`src/rtl/mbx_pkg.sv`:
```
package mbx_pkg;

  typedef enum logic {SIDE_L = 1'b0, SIDE_R = 1'b1} side_e;

  // Mailbox location of the given side for an address width aw.
  function automatic int unsigned mbox_loc(int unsigned aw, side_e side);
    int unsigned top;
    top = (32'd1 << aw) - 32'd1;
    return (side == SIDE_L) ? top - 32'd1 : top;
  endfunction

endpackage

```
`src/rtl/mbx_port_decode.sv`:
```
module mbx_port_decode
  import mbx_pkg::*;
#(
  parameter int AW = 12,
  parameter side_e SIDE = SIDE_L
) (
  input  logic          en,
  input  logic          wr,
  input  logic [AW-1:0] addr,
  input  logic          busy,
  output logic          own_clr,
  output logic          peer_set
);
  localparam logic [AW-1:0] OWN_LOC  = AW'(mbox_loc(AW, SIDE));
  localparam logic [AW-1:0] PEER_LOC =
    AW'(mbox_loc(AW, (SIDE == SIDE_L) ? SIDE_R : SIDE_L));

  logic live;
  assign live     = en & ~busy;
  assign own_clr  = live & ~wr & (addr == OWN_LOC);
  assign peer_set = live &  wr & (addr == PEER_LOC);
endmodule

```
`src/rtl/mbx_flag.sv`:
```
module mbx_flag (
  input  logic clk,
  input  logic rst,
  input  logic set,
  input  logic clr,
  output logic irq_n
);
  always_ff @(posedge clk) begin
    if (rst)       irq_n <= 1'b1;
    else if (set)  irq_n <= 1'b0;
    else if (clr)  irq_n <= 1'b1;
  end

  // a set always lands, even against a clear
  p_set_wins_r8: assert property (@(posedge clk) disable iff (rst)
    set |=> !irq_n);
  // a lone clear releases the interrupt
  p_clear_r4: assert property (@(posedge clk) disable iff (rst)
    (clr && !set) |=> irq_n);
  // no event, no change
  p_hold_r9: assert property (@(posedge clk) disable iff (rst)
    (!set && !clr) |=> $stable(irq_n));
endmodule

```
`src/rtl/mbx_irq.sv`:
```
module mbx_irq
  import mbx_pkg::*;
#(
  parameter int AW = 12
) (
  input  logic          clk,
  input  logic          rst,
  input  logic          lft_en,
  input  logic          lft_wr,
  input  logic [AW-1:0] lft_addr,
  input  logic          lft_busy,
  input  logic          rgt_en,
  input  logic          rgt_wr,
  input  logic [AW-1:0] rgt_addr,
  input  logic          rgt_busy,
  output logic          lft_irq_n,
  output logic          rgt_irq_n
);
  localparam int NP = 2;
  localparam logic [AW-1:0] L_LOC = AW'(mbox_loc(AW, SIDE_L));
  localparam logic [AW-1:0] R_LOC = AW'(mbox_loc(AW, SIDE_R));

  logic          en_v   [NP];
  logic          wr_v   [NP];
  logic [AW-1:0] addr_v [NP];
  logic          busy_v [NP];
  logic          clr_v  [NP];
  logic          set_v  [NP];
  logic          irq_v  [NP];

  assign en_v[0] = lft_en;  assign wr_v[0] = lft_wr;
  assign addr_v[0] = lft_addr;  assign busy_v[0] = lft_busy;
  assign en_v[1] = rgt_en;  assign wr_v[1] = rgt_wr;
  assign addr_v[1] = rgt_addr;  assign busy_v[1] = rgt_busy;

  for (genvar p = 0; p < NP; p++) begin : g_port
    mbx_port_decode #(
      .AW   (AW),
      .SIDE ((p == 0) ? SIDE_L : SIDE_R)
    ) u_dec (
      .en       (en_v[p]),
      .wr       (wr_v[p]),
      .addr     (addr_v[p]),
      .busy     (busy_v[p]),
      .own_clr  (clr_v[p]),
      .peer_set (set_v[p])
    );
    // the flag of port p is set by the opposite port's decoder
    mbx_flag u_flag (
      .clk   (clk),
      .rst   (rst),
      .set   (set_v[NP-1-p]),
      .clr   (clr_v[p]),
      .irq_n (irq_v[p])
    );
  end

  assign lft_irq_n = irq_v[0];
  assign rgt_irq_n = irq_v[1];


  p_reset_idle_r1: assert property (@(posedge clk)
    rst |=> (lft_irq_n && rgt_irq_n));

  p_rgt_write_sets_r2: assert property (@(posedge clk) disable iff (rst)
    (rgt_en && rgt_wr && !rgt_busy && rgt_addr == L_LOC) |=> !lft_irq_n);

  p_lft_write_sets_r3: assert property (@(posedge clk) disable iff (rst)
    (lft_en && lft_wr && !lft_busy && lft_addr == R_LOC) |=> !rgt_irq_n);
  // left peeking at the right mailbox cannot release the right flag
  p_peer_read_r5: assert property (@(posedge clk) disable iff (rst)
    (lft_en && !lft_wr && lft_addr == R_LOC &&
     !(rgt_en && !rgt_wr && rgt_addr == R_LOC)) |=> !$rose(rgt_irq_n));

  p_busy_no_set_r6: assert property (@(posedge clk) disable iff (rst)
    (rgt_en && rgt_wr && rgt_busy && rgt_addr == L_LOC) |=> !$fell(lft_irq_n));

  p_busy_no_clr_r7: assert property (@(posedge clk) disable iff (rst)
    (lft_en && !lft_wr && lft_busy && lft_addr == L_LOC) |=> !$rose(lft_irq_n));
endmodule

```
`config.mk`:
```
export PLATFORM = sky130hd
export DESIGN_NAME = mbx_irq
export DESIGN_NICKNAME = d
export VERILOG_FILES = /design/src/rtl/mbx_pkg.sv /design/src/rtl/mbx_port_decode.sv /design/src/rtl/mbx_flag.sv /design/src/rtl/mbx_irq.sv
export SDC_FILE = /design/constraint.sdc
export NUM_CORES = 1
export LEC_CHECK = 0
export BUFFER_PORTS_ARGS = -buffer_cell sky130_fd_sc_hd__clkbuf_2
export CORE_AREA = 2 2 39 41
export CTS_CLUSTER_SIZE = 40
export DETAILED_ROUTE_END_ITERATION = 12
export DIE_AREA = 0 0 41 43
export SKIP_LAST_GASP = 1
export SYNTH_ARGS = -nofsm -noshare
export SYNTH_HDL_FRONTEND = slang
export SYNTH_SLANG_ARGS = --single-unit
```
`constraint.sdc`:
```
create_clock -name clk -period 0.98 [get_ports clk]
set_input_delay 0.098 -clock clk [delete_from_list [all_inputs] [get_ports clk]]
set_output_delay 0.098 -clock clk [all_outputs]
set_load 0.02 [all_outputs]
```
---- Word level (Yosys, flattened, before mapping) ----
Index checks and enable logic that the tools add are counted.
storage, ports and cells
  flip-flop bits (word level) ............. 2
  output and inout port bits .............. 2
  logic and storage cells ................. 26
cells by class
  eq/ne operators ......................... 4
  mux-type cells .......................... 4
  bitwise logic cells ..................... 14
  reduce and logical (&&, ||, !) cells .... 2
operators by type and width
  cell                                         count
  equality test 12 bit, second input constant  4
  bitwise AND 1 bit                            10
  2-to-1 mux 1 bit                             4
  inverter 1 bit                               4
  nonzero test 2 bit                           2

---- Depth between registers and ports, before layout ----
  depth in word-level cells ............... 6
  gate-level depth with buffers ........... 4

---- Modules after synthesis ----
A second synthesis with hierarchy kept.
unflattened totals
  cell total of the unflattened synthesis .. 20
  area, all modules ....................... 170.2 um2
by module, submodules not included
  module           times used  cells an instance  area an instance (um2)  seq. area each (um2)
  mbx_port_decode  2           7                  50.0                    0.0
  mbx_flag         2           3                  35.0                    20.0

---- Least setup slack after synthesis ----
OpenSTA, ideal clock, no wires.
  path type ............................... input -> register
  start ................................... input port lft_busy
  end ..................................... register g_port[0].u_flag.irq_n
  data arrival time ....................... 720 ps
  required time ........................... 906 ps
  path slack .............................. 186 ps
  cell stages on the path ................. 4
  path buffers ............................ 0
  cells stage by stage .................... nand3b_4 -> nor4_2 -> a211oi_1 -> a31oi_1
between the ends
  cells in the longest elaborated chain, start to end .. 5
RTL lines
  what                            line                   RTL
  start, declared                 mbx_irq.sv:11          input logic lft_busy,
  inverter 1 bit                  mbx_port_decode.sv:19  assign live = en & ~busy;
  bitwise AND 1 bit               mbx_port_decode.sv:19
  bitwise AND 1 bit (2 in a row)  mbx_port_decode.sv:20  assign own_clr = live & ~wr & (addr == OWN_LOC);
  nonzero test 2 bit (no line)    n/a
  end signal, assigned            mbx_flag.sv:9          if (rst) irq_n <= 1'b1;
  end signal, assigned            mbx_flag.sv:10         else if (set) irq_n <= 1'b0;
  end signal, assigned            mbx_flag.sv:11         else if (clr) irq_n <= 1'b1;
  end, declared                   mbx_flag.sv:6          output logic irq_n
Every way passes these cells.
A chain may end at the register's enable or synchronous reset.

---- Final worst setup path ----
  start ................................... register g_port[1].u_flag.irq_n
  end ..................................... output port rgt_irq_n
RTL lines
  what                    line            RTL
  start, declared         mbx_flag.sv:6
  start signal, assigned  mbx_flag.sv:9
  start signal, assigned  mbx_flag.sv:10
  start signal, assigned  mbx_flag.sv:11
  end, declared           mbx_irq.sv:17   output logic rgt_irq_n
No word-level cell between the ends.

==> results.cfg <==
[sta]
drv_slew = 0
rsz0062_at_grt = no
timing_hold_violations_final = 0
finalCriticalPeriod_ns = 0.812
finClkSkew_ns = 0
post-route-period-util = 0.828
max-slew-margin-rel = 0.822
final-setup-viol-count = 0
max_slew.worst_pin.slew_ns = 0.266
max_freq_mhz = 1230

[clocking]
cts_max_path_buffers = 2
ctsResizeCount = 0
path_clk_slew_ns = 0.03
cts-root-buf = clkbuf_4
cts_sinks = 2
cts_made_buffers = 3
cts_setup_buffers = 0
clk_latency_ns = 0.23
cts_hold_buf = 0
htree_levels = 1
cts_tree = done

[floorplan]
rows = 14
die_w_um = 41
initial_core_util = 0.124
core_um2 = 1380
dieHeight_um = 43
die_area_um2 = 1760
io_pins = 34

[grt]
grt_pass1_wl_um = 1020
antenna_found_initial = 0
grt_pass1_vias = 307
grtUsageTotal = 0.0831
grt_max_degree = 5
overflow = 0

[pwr]
comb_power_share = 0.235
power_w = 0.000350
p_int_w = 0.000270
vdd_drop_max_uv = 276
p_switching_w = 0.0000798
powerDensity_nw_per_um2 = 923
pwr-share-clk = 0.531
sw_frac_of_total = 0.228
power_frac_seq = 0.234
p_leak_nw = 0.205

[setup_path]
path_cells = clkbuf_2
critPathMaxFanout = 2
endpoint_kind = primary output
crit_family = flip-flops
cp.arrival_ns = 0.71
crit_buf_inv = 1
crit_type = reg2out
cp_data_required_time_ns = 0.88
start_kind = flop
cpMaxStageDelayCell = dfxtp_1
slowest_delay_ns = 0.32

[route]
drtAntennaViolNets = 0
routed_wl_um = 609
wire_per_inst_um = 8.34
viasPerCell = 4.12
drt_pass1_iterations = 4
drt_iter0_markers = 3
drc = 0
via_count = 301

[synth]
synthArstFlopShare = 0
synth_xor_area_frac = 0
yosysWarnings = 0
netlist_top_cells_count = nand4_1 (4), nor2_1 (3), dfxtp_1 (2), nand2_1 (2), nor4_2 (2)
synthAdderAreaFrac = 0
yosysMostFrequentCell = nand4_1
synth_top_family_by_area = simple AND/OR/NAND/NOR gates
synth_area_um2 = 171
synth_compound_area_frac = 0.161
syn_nets = 53
synth_mux_area_frac = 0
synth-edff-count = 0
synth.distinct_cells = 13
netlist.area_leader.share = 0.234
avgSynthCellArea_um2 = 8.16
yosys.area.top_type = dfxtp_1
synthCells = 21
ys_ff_latch = 2
synth-main-ff-cell = dfxtp_1
yosysSeqAreaShare = 0.234
synth.top_cells.by_area = dfxtp_1 (23%), nand4_1 (15%), nor4_2 (15%)
synth_simple_gate_area_frac = 0.584

[place]
place_congestion = 0.687
io_buffers = 33
dp_hpwl_um = 563
place_area_um2 = 357

[layout]
fin_nets = 91
drive_gt1_frac = 0.684
area_growth_pct = 121
n_antenna_cell = 0
top_register = g_port.u_flag.irq_n
fin_area_um2 = 379
largest_register_ffs = 2
top_regs = g_port.u_flag.irq_n: 2 flops

[status]
status = finished, final reports clean

[run]
maxCapViolCount = 0

[min_path]
hp-class = in2reg
==> final timing paths <==
check                                 startpoint                                  end  slack [ns]  cells past startpoint
max reg2reg  g_port[0].u_flag.irq_n$_SDFFE_PP1P_  g_port[0].u_flag.irq_n$_SDFFE_PP1P_        0.27                      2
max          g_port[1].u_flag.irq_n$_SDFFE_PP1P_                            rgt_irq_n        0.17                      1
min reg2reg  g_port[1].u_flag.irq_n$_SDFFE_PP1P_  g_port[1].u_flag.irq_n$_SDFFE_PP1P_        0.51                      2
min                                       rgt_wr  g_port[0].u_flag.irq_n$_SDFFE_PP1P_        0.08                      2
==> metrics by stage <==
stage	hold slack, ns	std cells	setup TNS (ns)	worst slack (ns)	utilization
floorplan	0.206	21	0	0.186	-
CTS	0.0718	73	0	0.155	0.274
global placement	0.320	70	-0.0330	-0.0330	0.258
finish	0.0802	73	0	0.168	0.274
global route	0.0938	73	0	0.122	0.274
detailed placement	0.311	70	0	0.00887	0.258
==> logic make-up after synthesis <==
group                  after synthesis
buffers and inverters                1
and+or+nand+nor                     14
AOI/OAI and AO/OA                    4
DFF                                  2
==> power groups by stage <==
stage / logic (W) / clock network [W] / registers, W
3_5_place_dp: 0.0000831 / 0 / 0.0000831
6_report: 0.0000822 / 0.000186 / 0.0000820
2_1_floorplan: 0.0000164 / 0 / 0.0000831
3_3_place_gp: 0.0000816 / 0 / 0.0000831
5_1_grt: 0.0000919 / 0.000203 / 0.0000819
4_1_cts: 0.0000835 / 0.000194 / 0.0000820
==> per-layer routing <==
| metal | global-route usage | wire length [um] | part of all wire |
|---|---|---|---|
| met5 | 0 | 0 | 0 |
| met4 | 0.0600 | 0 | 0 |
| met3 | 0.0157 | 72 | 0.12 |
| met2 | 0.141 | 306 | 0.50 |
| met1 | 0.0828 | 229 | 0.38 |
==> placed cells by master (no fill, tap or decap) <==
cell type   n
a31oi_1     1
nor2_1      3
inv_1       1
nand3b_4    1
nand2_1     2
a21oi_1     1
clkbuf_4    3
a311oi_1    1
clkbuf_2   33
nor4_2      2
nand3_1     1
nand2b_1    1
a211oi_1    1
nand4_1     4
dfxtp_1     2
==> area by class of cell <==
cell class | instances | area, um^2
multi-input cells | 18 | 128
well taps | 16 | 20.0
fillers | 152 | 1000
clock buffers | 3 | 22.5
flip-flops and latches | 2 | 40.0
repair buffers | 33 | 165
inverters | 1 | 3.75
==> worst register-to-register path: stages (launching register included) <==
cell      delay, ns
dfxtp_1        0.30
a211oi_1       0.23
a31oi_1        0.06
Note: power is estimated with default switching activity, not from simulation.
